`config.mk`:
```
export PLATFORM = sky130hd
export DESIGN_NAME = code_image_aligner
export DESIGN_NICKNAME = d
export VERILOG_FILES = /design/src/rtl/cia_pkg.sv /design/src/rtl/cia_ptr_bank.sv /design/src/rtl/cia_out_stage.sv /design/src/rtl/cia_seq.sv /design/src/rtl/code_image_aligner.sv
export SDC_FILE = /design/constraint.sdc
export NUM_CORES = 1
export LEC_CHECK = 0
export BUFFER_PORTS_ARGS = -buffer_cell sky130_fd_sc_hd__buf_4
export CAP_MARGIN = 30
export CORE_MARGIN = 3
export CORE_UTILIZATION = 52
export CTS_BUF_LIST = sky130_fd_sc_hd__clkbuf_2 sky130_fd_sc_hd__clkbuf_4 sky130_fd_sc_hd__clkbuf_8
export DETAILED_ROUTE_END_ITERATION = 12
export PLACE_DENSITY = 0.71
export SETUP_SLACK_MARGIN = 0.2
export SLEW_MARGIN = 25
export SYNTH_ARGS = -nofsm -noshare
export SYNTH_HDL_FRONTEND = slang
export SYNTH_SLANG_ARGS = --single-unit
```
`constraint.sdc`:
```
create_clock -name clk -period 8.3 [get_ports clk]
set_input_delay 0.83 -clock clk [delete_from_list [all_inputs] [get_ports clk]]
set_output_delay 0.83 -clock clk [all_outputs]
set_load 0.02 [all_outputs]
```
`src/rtl/cia_pkg.sv`:
```
package cia_pkg;

  typedef enum logic [1:0] {
    SEG_CODE = 2'd0,
    SEG_EEP  = 2'd1,
    SEG_RAM  = 2'd2
  } seg_e;

  typedef enum logic [1:0] {
    K_BYTE  = 2'd0,
    K_WORD  = 2'd1,
    K_ALIGN = 2'd2,
    K_LABEL = 2'd3
  } kind_e;

  localparam int NSEG = 3;
  localparam logic [7:0] PAD_BYTE = 8'h00;

endpackage

```
`src/rtl/cia_ptr_bank.sv`:
```
module cia_ptr_bank #(
  parameter int ADDR_W = 24,
  parameter int NSEG   = 3
) (
  input  logic                         clk,
  input  logic                         rst_n,
  input  logic [NSEG-1:0]              inc_en,
  input  logic [NSEG-1:0]              inc_two,
  output logic [NSEG-1:0][ADDR_W-1:0]  ptr_o
);

  for (genvar g = 0; g < NSEG; g++) begin : g_seg
    logic [ADDR_W-1:0] ptr_q;
    logic [ADDR_W-1:0] ptr_d;

    always_comb begin
      ptr_d = ptr_q + (inc_two[g] ? ADDR_W'(2) : ADDR_W'(1));
    end

    always_ff @(posedge clk or negedge rst_n) begin
      if (!rst_n) begin
        ptr_q <= '0;
      end else if (inc_en[g]) begin
        ptr_q <= ptr_d;
      end
    end

    assign ptr_o[g] = ptr_q;
  end

endmodule

```
`src/rtl/cia_out_stage.sv`:
```
module cia_out_stage #(
  parameter int ADDR_W = 24
) (
  input  logic              clk,
  input  logic              rst_n,
  input  logic              load,
  input  logic [ADDR_W-1:0] ld_addr,
  input  logic [7:0]        ld_data,
  input  logic [1:0]        ld_seg,
  input  logic              wr_ready,
  output logic              wr_valid,
  output logic [ADDR_W-1:0] wr_addr,
  output logic [7:0]        wr_data,
  output logic [1:0]        wr_seg,
  output logic              slot_free
);

  logic valid_q, valid_d;

  assign slot_free = !valid_q || wr_ready;

  always_comb begin
    valid_d = valid_q;
    if (load) begin
      valid_d = 1'b1;
    end else if (wr_ready) begin
      valid_d = 1'b0;
    end
  end

  always_ff @(posedge clk or negedge rst_n) begin
    if (!rst_n) begin
      valid_q <= 1'b0;
    end else begin
      valid_q <= valid_d;
    end
  end

  always_ff @(posedge clk or negedge rst_n) begin
    if (!rst_n) begin
      wr_addr <= '0;
      wr_data <= '0;
      wr_seg  <= '0;
    end else if (load) begin
      wr_addr <= ld_addr;
      wr_data <= ld_data;
      wr_seg  <= ld_seg;
    end
  end

  assign wr_valid = valid_q;

endmodule

```
`src/rtl/cia_seq.sv`:
```
module cia_seq
  import cia_pkg::*;
#(
  parameter int          ADDR_W    = 24,
  parameter int unsigned MAX_WORDS = 32'h0040_0000
) (
  input  logic                         clk,
  input  logic                         rst_n,
  input  logic                         req_valid,
  output logic                         req_ready,
  input  logic [1:0]                   req_kind,
  input  logic [1:0]                   req_seg,
  input  logic [15:0]                  req_data,
  input  logic [NSEG-1:0][ADDR_W-1:0]  ptr_i,
  input  logic                         slot_free,
  output logic [NSEG-1:0]              inc_en,
  output logic [NSEG-1:0]              inc_two,
  output logic                         load,
  output logic [ADDR_W-1:0]            ld_addr,
  output logic [7:0]                   ld_data,
  output logic [1:0]                   ld_seg,
  output logic                         overflow
);

  localparam logic [ADDR_W:0] LIMIT = (ADDR_W+1)'(64'(MAX_WORDS) * 64'd2);

  logic        pad_q, lo_q, hi_q, pad_d, lo_d, hi_d;
  logic [15:0] dat_q, dat_d;
  seg_e        pseg_q, pseg_d, last_q, last_d;
  logic        ovf_q, ovf_d;

  kind_e k;
  seg_e  s;
  logic  busy, accept, emit, is_cmd, has_lo, has_hi, want_sync;

  always_comb begin
    k = kind_e'(req_kind);
    s = (req_seg == 2'd3) ? SEG_RAM : seg_e'(req_seg);
  end

  assign busy      = pad_q | lo_q | hi_q;
  assign req_ready = !busy;
  assign accept    = req_valid && !busy;
  assign emit      = busy && slot_free;
  assign is_cmd    = (k == K_ALIGN) || (k == K_LABEL);
  assign has_lo    = (k == K_BYTE) || (k == K_WORD);
  assign has_hi    = (k == K_WORD);
  assign want_sync = (s == SEG_CODE) &&
                     ((last_q != SEG_CODE) || (k == K_WORD) || is_cmd);

  // Byte selection for the output stage: pad, then low, then high.
  always_comb begin
    ld_addr = ptr_i[int'(pseg_q)];
    ld_seg  = pseg_q;
    load    = emit;
    if (pad_q) begin
      ld_data = PAD_BYTE;
    end else if (lo_q) begin
      ld_data = dat_q[7:0];
    end else begin
      ld_data = dat_q[15:8];
    end
  end

  always_comb begin
    for (int g = 0; g < NSEG; g++) begin
      inc_en[g]  = emit && (int'(pseg_q) == g);
      inc_two[g] = 1'b0;
    end
    if (accept && (s == SEG_RAM) && has_lo) begin
      inc_en[int'(SEG_RAM)]  = 1'b1;
      inc_two[int'(SEG_RAM)] = has_hi;
    end
  end

  always_comb begin
    pad_d  = pad_q;
    lo_d   = lo_q;
    hi_d   = hi_q;
    dat_d  = dat_q;
    pseg_d = pseg_q;
    last_d = last_q;
    ovf_d  = ovf_q;
    if (emit) begin
      if (pad_q) begin
        pad_d = 1'b0;
      end else if (lo_q) begin
        lo_d = 1'b0;
      end else begin
        hi_d = 1'b0;
      end
      if ((pseg_q == SEG_CODE) && ({1'b0, ld_addr} >= LIMIT)) begin
        ovf_d = 1'b1;
      end
    end
    if (accept) begin
      last_d = s;
      pseg_d = s;
      dat_d  = req_data;
      if (s != SEG_RAM) begin
        pad_d = want_sync && ptr_i[int'(SEG_CODE)][0];
        lo_d  = has_lo;
        hi_d  = has_hi;
      end
    end
  end

  always_ff @(posedge clk or negedge rst_n) begin
    if (!rst_n) begin
      pad_q  <= 1'b0;
      lo_q   <= 1'b0;
      hi_q   <= 1'b0;
      dat_q  <= '0;
      pseg_q <= SEG_CODE;
      last_q <= SEG_CODE;
      ovf_q  <= 1'b0;
    end else begin
      pad_q  <= pad_d;
      lo_q   <= lo_d;
      hi_q   <= hi_d;
      dat_q  <= dat_d;
      pseg_q <= pseg_d;
      last_q <= last_d;
      ovf_q  <= ovf_d;
    end
  end

  assign overflow = ovf_q;

endmodule

```
`src/rtl/code_image_aligner.sv`:
```
module code_image_aligner
  import cia_pkg::*;
#(
  parameter int          ADDR_W    = 24,
  parameter int unsigned MAX_WORDS = 32'h0040_0000
) (
  input  logic              clk,
  input  logic              rst_n,
  input  logic              req_valid,
  output logic              req_ready,
  input  logic [1:0]        req_kind,
  input  logic [1:0]        req_seg,
  input  logic [15:0]       req_data,
  output logic              wr_valid,
  input  logic              wr_ready,
  output logic [1:0]        wr_seg,
  output logic [ADDR_W-1:0] wr_addr,
  output logic [7:0]        wr_data,
  output logic [ADDR_W-2:0] code_pc,
  output logic              code_overflow
);

  logic [1:0] rst_pipe_q;
  logic       rst_sync_n;

  always_ff @(posedge clk or negedge rst_n) begin
    if (!rst_n) begin
      rst_pipe_q <= 2'b00;
    end else begin
      rst_pipe_q <= {rst_pipe_q[0], 1'b1};
    end
  end
  assign rst_sync_n = rst_pipe_q[1];

  logic [NSEG-1:0][ADDR_W-1:0] ptr;
  logic [NSEG-1:0]             inc_en, inc_two;
  logic                        load, slot_free;
  logic [ADDR_W-1:0]           ld_addr;
  logic [7:0]                  ld_data;
  logic [1:0]                  ld_seg;

  cia_seq #(.ADDR_W(ADDR_W), .MAX_WORDS(MAX_WORDS)) u_seq (
    .clk       (clk),
    .rst_n     (rst_sync_n),
    .req_valid (req_valid),
    .req_ready (req_ready),
    .req_kind  (req_kind),
    .req_seg   (req_seg),
    .req_data  (req_data),
    .ptr_i     (ptr),
    .slot_free (slot_free),
    .inc_en    (inc_en),
    .inc_two   (inc_two),
    .load      (load),
    .ld_addr   (ld_addr),
    .ld_data   (ld_data),
    .ld_seg    (ld_seg),
    .overflow  (code_overflow)
  );

  cia_ptr_bank #(.ADDR_W(ADDR_W), .NSEG(NSEG)) u_ptrs (
    .clk     (clk),
    .rst_n   (rst_sync_n),
    .inc_en  (inc_en),
    .inc_two (inc_two),
    .ptr_o   (ptr)
  );

  cia_out_stage #(.ADDR_W(ADDR_W)) u_out (
    .clk       (clk),
    .rst_n     (rst_sync_n),
    .load      (load),
    .ld_addr   (ld_addr),
    .ld_data   (ld_data),
    .ld_seg    (ld_seg),
    .wr_ready  (wr_ready),
    .wr_valid  (wr_valid),
    .wr_addr   (wr_addr),
    .wr_data   (wr_data),
    .wr_seg    (wr_seg),
    .slot_free (slot_free)
  );

  assign code_pc = ptr[int'(SEG_CODE)][ADDR_W-1:1];

endmodule

```
==> impl_metrics.ini, run 1 <==
[status]
status = finished clean

[power]
switchingPower_w = 0.000587
irDropWorstVdd_uv = 157
swShare_pct = 32.5
clockPowerShare_pct = 29.9
power.density_mw_per_mm2 = 250
internal_power_w = 0.00122
leakage_nw = 3.52
seqPwrFrac_pct = 45.9
combPwrFrac_pct = 24.1

[final_layout]
drive_gt1_share_pct = 19.9
final_util_pct = 62.5
seq_area_mm2 = 0.00328
nNetsFinal = 710
antenna_cells = 0
multi_input_area_mm2 = 0.00265
area_growth_pct = 15.9
nFillCells = 956

[logic_synthesis]
netlist-cell-type-count = 45
avgSynthCellArea_um2 = 10.1
syn-cell-area_mm2 = 0.00624
async_flop_share_pct = 100
synth_edf_count = 0
ys_ff_latch = 131
ys.flop_type = dfrtp_1
syn_inst = 620
yosysWarnings = 0
yosysSeqAreaShare_pct = 52.5
synth_nets = 649

[critical_path]
cp-end-kind = flop
regToRegEndpoint = u_ptrs.g_seg[2].ptr_q[22]
rr_worst_depth = 7
r2r_slack_ns = 4.98
critPathBufInv = 0
worstReg2RegStart = u_seq.lo_q
cp.required_ns = 8.66
critical_path_class = flop to flop
slowest_delay_ns = 0.75
crit_cells = 7
crit_path_start_kind = flop
crit_family = simple AND/OR/NAND/NOR gates
path_cells = or4b_4 -> nor3b_4 -> nand2_1 -> fa_1 -> a211oi_2 -> nor3b_1 -> xnor2_1
cp.arrival_ns = 3.68
crit_fanout = 20
critPathSlowestCell = or4b_4
setup.worst_path.end = u_ptrs.g_seg[2].ptr_q[22]
startpoint = u_seq.lo_q

[sta]
setup_tns_ns = 0
clock_skew_ns = 0.00807
setup_viol = 0
slew_viol_final = 0
fmax_mhz = 301
worstMarginPinSlew_ns = 0.691
fin_crit_ns = 3.32
rsz0062_at_grt = false
fin_crit_sh_pct = 40.0
relSlewSlack_pct = 53.6
hold_viol_final = 0

[routing]
wl_um = 13500
via_count = 4495
wl_per_cell_um = 16.2
firstDrtPassIters = 5
ant_nets = 0
avgViaCountPerCell = 5.38
drt-initial-drc-count = 306
drc = 0

[cts]
cts_buffer_depth = 2
post_cts_buffers = 0
cts_hold_buf = 0
htree_num_levels = 4
cts.reportedPaths.clkPinSlew_ns = 0.07
cts_tree = yes
cts_resized = 0
clockRootBuffer = clkbuf_8
cts_num_sinks = 131
cts_buffers = 17
clk_latency_ns = 0.43

[global_route]
antenna_found_initial = 0
grt_start_max_net_pins = 72
grt_pass1_wl_um = 22400
grt_pass1_vias = 4439
grt-ovfl-total = 0
globalRouteTotalUtil_pct = 21.6

[floorplanning]
start_util_pct = 54.0
rows = 39
ios = 84
fp.coreArea_mm2 = 0.0116
die_area_mm2 = 0.0134
die_h_um = 116
fp.dieW_um = 116

[placement]
dpl.hpwl_um = 9750
io_buffers = 83
gp_congestion = 0.866

[run]
cap_violations = 0

[worst_hold_path]
min_path_type = input pin to async pin
metrics by stage:
step                area (µm²)  cells  power, W  hold WS, ns  setup slack, ns
floorplan                 6240    620   0.00111        0.331             4.38
global placement          6810    804   0.00126        0.336             4.94
detailed placement        6840    805   0.00128        0.337             4.82
CTS                       7230    836   0.00182        0.142             5.00
global route              7230    836   0.00189        0.142             4.86
finish                    7230    836   0.00180        0.163             4.98
state kept, by name, summed over array words and instances (netlist names):
name,flops
u_out.wr_seg,2
u_seq.hi_q,1
u_ptrs.g_seg.ptr_q,72
u_out.wr_addr,24
u_out.wr_data,8
u_out.wr_valid,1
u_seq.overflow,1
u_seq.pad_q,1
u_seq.ld_seg,2
u_seq.lo_q,1
u_seq.dat_q,16
rst_pipe_q,2
cells by family after synthesis:
family                     Yosys count  synth area share [%]
and+or+nand+nor                    255                  19.8
DFF                                131                  52.5
xor gates and xnor gates            68                  9.54
AOI/OAI and AO/OA                   67                  6.28
buffers and inverters               59                  5.15
muxes                               34                  5.49
adders and majority gates            5                  1.12
other                                1                0.0601
cells in the final DEF, fill, tap and decap left out, types with 12 or more instances in the layout:
cell type / instances
nor2_1: 40
inv_1: 12
mux2i_1: 32
xor2_1: 25
a21oi_1: 24
nor3_1: 14
nand2_1: 124
nand3_1: 19
clkbuf_8: 20
nand4_1: 15
xnor2_1: 43
dfrtp_1: 130
o21ai_0: 27
buf_4: 88
power groups by stage:
| stage | Clock, W | Sequential, W | Combinational (W) |
|---|---|---|---|
| after global placement | 0 | 0.000832 | 0.000425 |
| after floorplan | 0 | 0.000871 | 0.000239 |
| final | 0.000541 | 0.000829 | 0.000436 |
| after CTS | 0.000548 | 0.000828 | 0.000439 |
| after global routing | 0.000572 | 0.000842 | 0.000479 |
| after detailed placement | 0 | 0.000840 | 0.000437 |
area by class of cell:
cell class | instances | area share (%)
clock buffers | 26 | 4.43
clock inverters | 5 | 1.04
multi-input cells | 430 | 36.6
well taps | 143 | 2.47
flip-flops and latches | 131 | 45.4
inverters | 12 | 0.623
repair buffers | 89 | 9.41
worst min-delay path by stage:
stage | startpoint | slack (ns) | end | depth (start not counted)
after floorplan | rst_pipe_q[0] | 0.33 | rst_pipe_q[1] | 0
after global routing | rst_n | 0.14 | rst_pipe_q[1] | 1
after CTS | rst_n | 0.14 | rst_pipe_q[1] | 1
after global placement | rst_pipe_q[0] | 0.34 | rst_pipe_q[1] | 0
after detailed placement | rst_pipe_q[0] | 0.34 | rst_pipe_q[1] | 0
final | rst_n | 0.16 | rst_pipe_q[1] | 1
Yosys cell counts, types with 2 or more instances:
library cell  number  share of area, %
nand2_1          125               7.5
o21ai_0           27               2.2
clkbuf_1          10              0.60
o31ai_1            9               1.1
xor2_1            25               3.5
nand4_1           15               1.5
a21oi_1           24               1.9
nor3b_2            2              0.40
nor3_2             3              0.48
ha_1               4              0.80
buf_1              3              0.18
and4_1             4              0.56
nand3_1           19               1.5
and3_1             9              0.90
mux2i_1           32               5.1
inv_1             12              0.72
nor4_1             3              0.30
nor4_2             2              0.40
nor2_1            40               2.4
buf_2             11              0.88
nor3_1            14               1.1
dfrtp_1          131                53
buf_4             23               2.8
mux2_2             2              0.36
or3_1              3              0.30
nand2b_1           4              0.40
xnor2_1           43               6.0
nand3b_1           2              0.24
nor2b_1            3              0.30
per-layer routing:
layer  wire (µm)  part of all wire [%]  vias up  global-route usage, %
met1        6650                    49     2172                   33.5
met3         709                   5.2       15                   3.55
met4         173                   1.3        0                   6.96
li1            -                     -     2174                      -
met2        6010                    44      134                   31.0
met5           0                     0        -                      0
worst reg2reg max path: stages, from the launching register on:
cell and delay, ns:
dfrtp_1 0.59, or4b_4 0.75, nor3b_4 0.30, nand2_1 0.15, fa_1 0.54, a211oi_2 0.43
nor3b_1 0.33, xnor2_1 0.16
Power figures use the tool's default switching activity.
==> run 2, diff against run 1 <==
--- a/config.mk
+++ b/config.mk
@@ -11,7 +11,7 @@
 export CORE_UTILIZATION = 52
 export CTS_BUF_LIST = sky130_fd_sc_hd__clkbuf_2 sky130_fd_sc_hd__clkbuf_4 sky130_fd_sc_hd__clkbuf_8
 export DETAILED_ROUTE_END_ITERATION = 12
-export PLACE_DENSITY = 0.71
+export PLACE_DENSITY = 0.74
 export SETUP_SLACK_MARGIN = 0.2
 export SLEW_MARGIN = 25
 export SYNTH_ARGS = -nofsm -noshare
==> constraint.sdc (replaced) <==
create_clock -name clk -period 2.8 [get_ports clk]
set_input_delay 0.28 -clock clk [delete_from_list [all_inputs] [get_ports clk]]
set_output_delay 0.28 -clock clk [all_outputs]
set_load 0.02 [all_outputs]
==> run 2 against run 1 <==
Effect of this change: power grew to 3.1 times the previous value; register-to-register slack got worse by 4.7 ns; sequential power grew to 2.9 times the previous value; non-clock buffer count is 14 higher; sequential cell count is the same; sequential share of layout area decreased by 1.1 points; utilization increased by 1.6 points; design area grew 2.5%; first-iteration DRC count down 2.3%; setup slack worse by 4.7 ns; wire length up 2.3%; highest routed layer unchanged.
==> impl_metrics.ini, run 2 (synthesized netlist as in run 1, its figures left out) <==
[floorplanning]
die_area_mm2 = 0.0134
fp.dieW_um = 116
rows = 39
fp.coreArea_mm2 = 0.0116
ios = 84
die_h_um = 116
start_util_pct = 54.0

[cts]
cts_buffers = 17
cts_num_sinks = 131
htree_num_levels = 4
cts_buffer_depth = 2
clk_latency_ns = 0.44
clockRootBuffer = clkbuf_8
cts_tree = yes
cts.reportedPaths.clkPinSlew_ns = 0.07

[final_layout]
top_register = u_ptrs.g_seg.ptr_q
mostFrequentLayoutCells = 130 x dfrtp_1, 123 x nand2_1, 102 x buf_4
final_cell_area_mm2 = 0.00741
layout_commonest_cell = dfrtp_1
area_growth_pct = 18.8
antenna_cells = 0
reg_top3 = u_ptrs.g_seg.ptr_q (72), u_out.wr_addr (24), u_seq.dat_q (16)
largest_reg_flops = 72
nNetsFinal = 724
final_util_pct = 64.1
drive_gt1_share_pct = 22.0

[placement]
io_buffers = 83
gp_congestion = 0.858
dpl.hpwl_um = 9950
place_area_mm2 = 0.00691

[routing]
via_count = 4593
firstDrtPassIters = 5
drt-initial-drc-count = 299
avgViaCountPerCell = 5.40
wl_um = 13900
wl_per_cell_um = 16.3
drc = 0
ant_nets = 0

[sta]
fmax_mhz = 401
fin_crit_ns = 2.50
hold_ws_ns = 0.0276
fin_crit_sh_pct = 89.1
hold_viol_final = 0
setup_tns_ns = 0
rsz0062_at_grt = false
clock_skew_ns = 0.0110
worstMarginPinSlew_ns = 0.640
relSlewSlack_pct = 57.0
setup_viol = 0
slew_viol_final = 0

[power]
power.density_mw_per_mm2 = 763
irDropWorstVdd_uv = 642
leakage_nw = 3.61
total_power_w = 0.00566

[critical_path]
crit_fanout = 7
path_cells = or4b_4 -> nor3b_4 -> nand2_2 -> fa_2 -> a211oi_4 -> nor3b_2 -> xnor2_1
slowest_delay_ns = 0.56
critPathSlowestCell = or4b_4
cp-end-kind = flop
cp.arrival_ns = 2.86
cp.required_ns = 3.16
crit_path_start_kind = flop
critical_path_class = flop to flop

[global_route]
antenna_found_initial = 0
grt_util_met2_pct = 34.8
top_usage_layer = met2
globalRouteTotalUtil_pct = 22.0
grt_start_max_net_pins = 45
grt_pass1_wl_um = 22900
gr-usage-met1_pct = 29.4
grt_use_met3_pct = 5.74
grt-ovfl-total = 0
grt_pass1_vias = 4622

[worst_hold_path]
min_path_type = input pin to flop

[run]
cap_violations = 0

[status]
status = finished clean
==> run 2: cell count changes in the layout (fill, tap and decap cells not counted), sizes merged <==
| cell | previous run | this run |
|---|---|---|
| clkinv | 3 | 4 |
| clkbuf | 26 | 22 |
| bufinv | 2 | 5 |
| buf | 89 | 102 |
| clkinvlp | 0 | 1 |
| dlygate4sd3 | 0 | 1 |
==> run 2: final timing paths <==
path	slack [ns]	depth (start not counted)	startpoint	end
max in group asynchronous	1.75	1	rst_pipe_q[1]	u_seq.dat_q[8]
worst max register to register	0.30	7	u_seq.pad_q	u_ptrs.g_seg[2].ptr_q[22]
worst min register to register	0.32	0	rst_pipe_q[1]	u_ptrs.g_seg[0].ptr_q[10]
min in group asynchronous	0.15	2	rst_n	rst_pipe_q[0]
worst max-delay path	0.30	7	u_seq.pad_q	u_ptrs.g_seg[2].ptr_q[22]
worst min-delay path	0.03	3	req_data[13]	u_seq.dat_q[13]
==> run 2: worst max-delay path: cells and delay by family, from the launching register on <==
kind	cells	cell delay [ns]
adders and majority gates	1	0.38
AOI/OAI and AO/OA	1	0.37
DFF	1	0.38
and+or+nand+nor	4	1.15
xor gates and xnor gates	1	0.13
==> run 2: power breakdown <==
part,total [W],internal [W],switching (W)
clock network,0.00187,0.00115,0.000726
logic,0.00135,0.000558,0.000793
registers,0.00243,0.00217,0.000259
==> run 2: metal layers <==
| metal | wire (µm) | vias to the layer above |
|---|---|---|
| li1 | - | 2206 |
| met1 | 6230 | 2229 |
| met2 | 6550 | 131 |
| met3 | 733 | 27 |
| met4 | 342 | 0 |
| met5 | 0 | - |
==> run 2: cell type report <==
type,instances,area (µm²)
Clock inverter,10,178
Tap cell,143,179
Multi-Input combinational cell,430,2660
Fill cell,904,4150
Clock buffer,22,290
Sequential cell,131,3280
Inverter,12,45.0
Timing Repair Buffer,103,776
==> run 2: per-stage QoR <==
step	worst slack (ns)	std cells
final	0.304	851
after global routing	0.219	851
after CTS	0.205	850
after detailed placement	0.178	816
after global placement	0.198	816
after floorplan	0.284	620
==> run 2: what timing repair did <==
| action | 4_1_cts | 5_1_grt |
|---|---|---|
| pin swaps | 2 | 1 |
| buffers inserted | 1 | 1 |
| hold endpoints to repair | 2 | 0 |
| setup endpoints to repair | 2 | 11 |
| resized for setup | 1 | 2 |
| hold buffers | 1 | 0 |
==> run 3, diff against run 2 <==
--- a/config.mk
+++ b/config.mk
@@ -11,7 +11,8 @@
 export CORE_UTILIZATION = 52
 export CTS_BUF_LIST = sky130_fd_sc_hd__clkbuf_2 sky130_fd_sc_hd__clkbuf_4 sky130_fd_sc_hd__clkbuf_8
 export DETAILED_ROUTE_END_ITERATION = 12
-export PLACE_DENSITY = 0.74
+export PLACE_DENSITY = 0.71
+export RECOVER_POWER = 100
 export SETUP_SLACK_MARGIN = 0.2
 export SLEW_MARGIN = 25
 export SYNTH_ARGS = -nofsm -noshare
==> constraint.sdc (replaced) <==
create_clock -name clk -period 3 [get_ports clk]
set_input_delay 0.3 -clock clk [delete_from_list [all_inputs] [get_ports clk]]
set_output_delay 0.3 -clock clk [all_outputs]
set_load 0.02 [all_outputs]
==> run 3 against run 2 <==
Effect of this change: the flow now finishes with violations (capacitance limit, slew limit); largest cell class unchanged; critical endpoint unchanged; die area did not move; combinational power fell by 17%; cell count fell by 0.82%; register-to-register slack improved by 0.02 ns; sequential cell count did not move; utilization fell by 3.6 points; setup slack improved by 0.021 ns; count of clock-buffer cells in the layout rose by 4.
==> impl_metrics.ini, run 3 (synthesized netlist as in run 1, its figures left out) <==
[status]
status = complete, but fails checks
violations = capacitance limit, slew limit

[floorplanning]
fp.coreArea_mm2 = 0.0116
rows = 39
die_h_um = 116
start_util_pct = 54.0
ios = 84
fp.dieW_um = 116
die_area_mm2 = 0.0134

[global_route]
grt_start_max_net_pins = 54
antenna_found_initial = 0
grt_pass1_vias = 4451
globalRouteTotalUtil_pct = 22.3
grt_pass1_wl_um = 22900
grt-ovfl-total = 0

[cts]
clockRootBuffer = clkbuf_8
cts_buffer_depth = 2
cts_num_sinks = 131
cts_buffers = 17
cts_tree = yes
cts.reportedPaths.clkPinSlew_ns = 0.07
htree_num_levels = 4
clk_latency_ns = 0.45

[routing]
met1_length_um = 6770
wl_um = 13700
met2_length_um = 6050
dr.max_layer_used = met4
via_count = 4596
ant_nets = 0
firstDrtPassIters = 4
drt-initial-drc-count = 371
drc = 0
avgViaCountPerCell = 5.45
met3_wirelength_um = 706
wl_per_cell_um = 16.3

[sta]
slew_viol_final = 52
setup_ws_ns = 0.326
fmax_mhz = 374
setup_viol = 0
fin_crit_sh_pct = 89.1
worstMarginPinSlew_ns = 2.13
relSlewSlack_pct = -41.8
hold_viol_final = 0
fin_crit_ns = 2.67
rsz0062_at_grt = false
clock_skew_ns = 0.0121
setup_tns_ns = 0

[final_layout]
area_growth_pct = 12.1
nFillCells = 1052
reg_top3 = u_ptrs.g_seg.ptr_q (72), u_out.wr_addr (24), u_seq.dat_q (16)
multi_input_area_mm2 = 0.00262
top_register = u_ptrs.g_seg.ptr_q
nNetsFinal = 718
largest_reg_flops = 72
seq_area_mm2 = 0.00328
drive_gt1_share_pct = 10.6
layout_commonest_cell = dfrtp_1
final_cell_area_mm2 = 0.00700
mostFrequentLayoutCells = 131 x dfrtp_1, 124 x nand2_1, 64 x clkbuf_1
antenna_cells = 0

[power]
leakage_nw = 3.31
combPwrFrac_pct = 23.2
swShare_pct = 33.8
switchingPower_w = 0.00163
irDropWorstVdd_uv = 428
internal_power_w = 0.00319
seqPwrFrac_pct = 47.1
total_power_w = 0.00482
clockPowerShare_pct = 29.6
power.density_mw_per_mm2 = 688

[critical_path]
cpMostUsedCell = nor3b_4
cp.required_ns = 3.37
crit_fanout = 7
crit_path_start_kind = flop
critical_path_class = flop to flop
cp.arrival_ns = 3.04
cp-end-kind = flop
critPathSlowestCell = or4b_1
slowest_delay_ns = 0.60
path_cells = or4b_1 -> nor3b_4 -> nand2_1 -> fa_2 -> a211oi_4 -> nor3b_4 -> xnor2_1

[placement]
io_buffers = 83
gp_congestion = 0.808
dpl.hpwl_um = 9940
pre_cts_ws_ns = 0.0741
place_area_mm2 = 0.00687

[run]
cap_violations = 1

[worst_hold_path]
min_path_type = input pin to flop
[run 3: cell count changes in the layout (fill, tap and decap cells not counted), moves of 2 or more]
cell / before / now
nor3b_1: 0 / 2
bufinv_16: 5 / 1
clkbuf_1: 0 / 64
buf_4: 102 / 30
clkbuf_4: 2 / 5
nor3_1: 14 / 17
nor3_2: 3 / 0
nor3b_2: 3 / 0
[run 3: what timing repair did]
item,CTS,global route
pin swaps,0,3
hold endpoints to repair,2,0
setup buffers,0,2
gates resized for setup,2,2
hold buffers,1,0
setup endpoints to repair,5,6
[run 3: final timing paths]
path                          startpoint                         to  slack, ns  cells after the start
setup / recovery             u_seq.pad_q  u_ptrs.g_seg[2].ptr_q[22]       0.33                      7
hold / removal               req_data[4]             u_seq.dat_q[4]       0.04                      3
setup reg to reg             u_seq.pad_q  u_ptrs.g_seg[2].ptr_q[22]       0.33                      7
hold reg to reg            rst_pipe_q[0]              rst_pipe_q[1]       0.36                      0
max in group asynchronous  rst_pipe_q[1]            u_seq.dat_q[15]       0.79                      1
min in group asynchronous          rst_n              rst_pipe_q[0]       0.16                      2
[run 3: final cells by class]
type,instances,area share (%)
tap,143,2.56
sequential,131,46.8
clock inverter,5,0.715
multi-input combinational,430,37.4
clock buffer,26,4.67
timing repair buffer,97,7.15
inverter,12,0.644
[run 3: metal layers]
layer	track usage, %	up-vias
li1	-	2194
met1	34.0	2263
met2	31.4	121
met3	4.86	18
met4	8.06	0
met5	0	-
[run 3: worst max-delay path, delay by kind of cell (launching register included)]
family / cells / cell delay [ns]
AOI/OAI and AO/OA: 1 / 0.38
DFF: 1 / 0.38
xor gates and xnor gates: 1 / 0.14
adders and majority gates: 1 / 0.43
and+or+nand+nor: 4 / 1.27
[run 3: per-stage QoR]
stage               hold slack [ns]  util (%)  std cells
floorplan                   0.00441         -        620
global placement             0.0823      59.4        810
detailed placement           0.0829      59.4        810
CTS                          0.0222      62.8        842
global route                 0.0318      60.5        844
finish                       0.0429      60.5        844
[run 3: power groups by stage]
stage / sequential (W) / clock, W / combinational [W]
final: 0.00227 / 0.00143 / 0.00112
after global routing: 0.00232 / 0.00154 / 0.00124
after CTS: 0.00228 / 0.00144 / 0.00125
after detailed placement: 0.00231 / 0 / 0.00125
after global placement: 0.00229 / 0 / 0.00122
after floorplan: 0.00241 / 0 / 0.000660
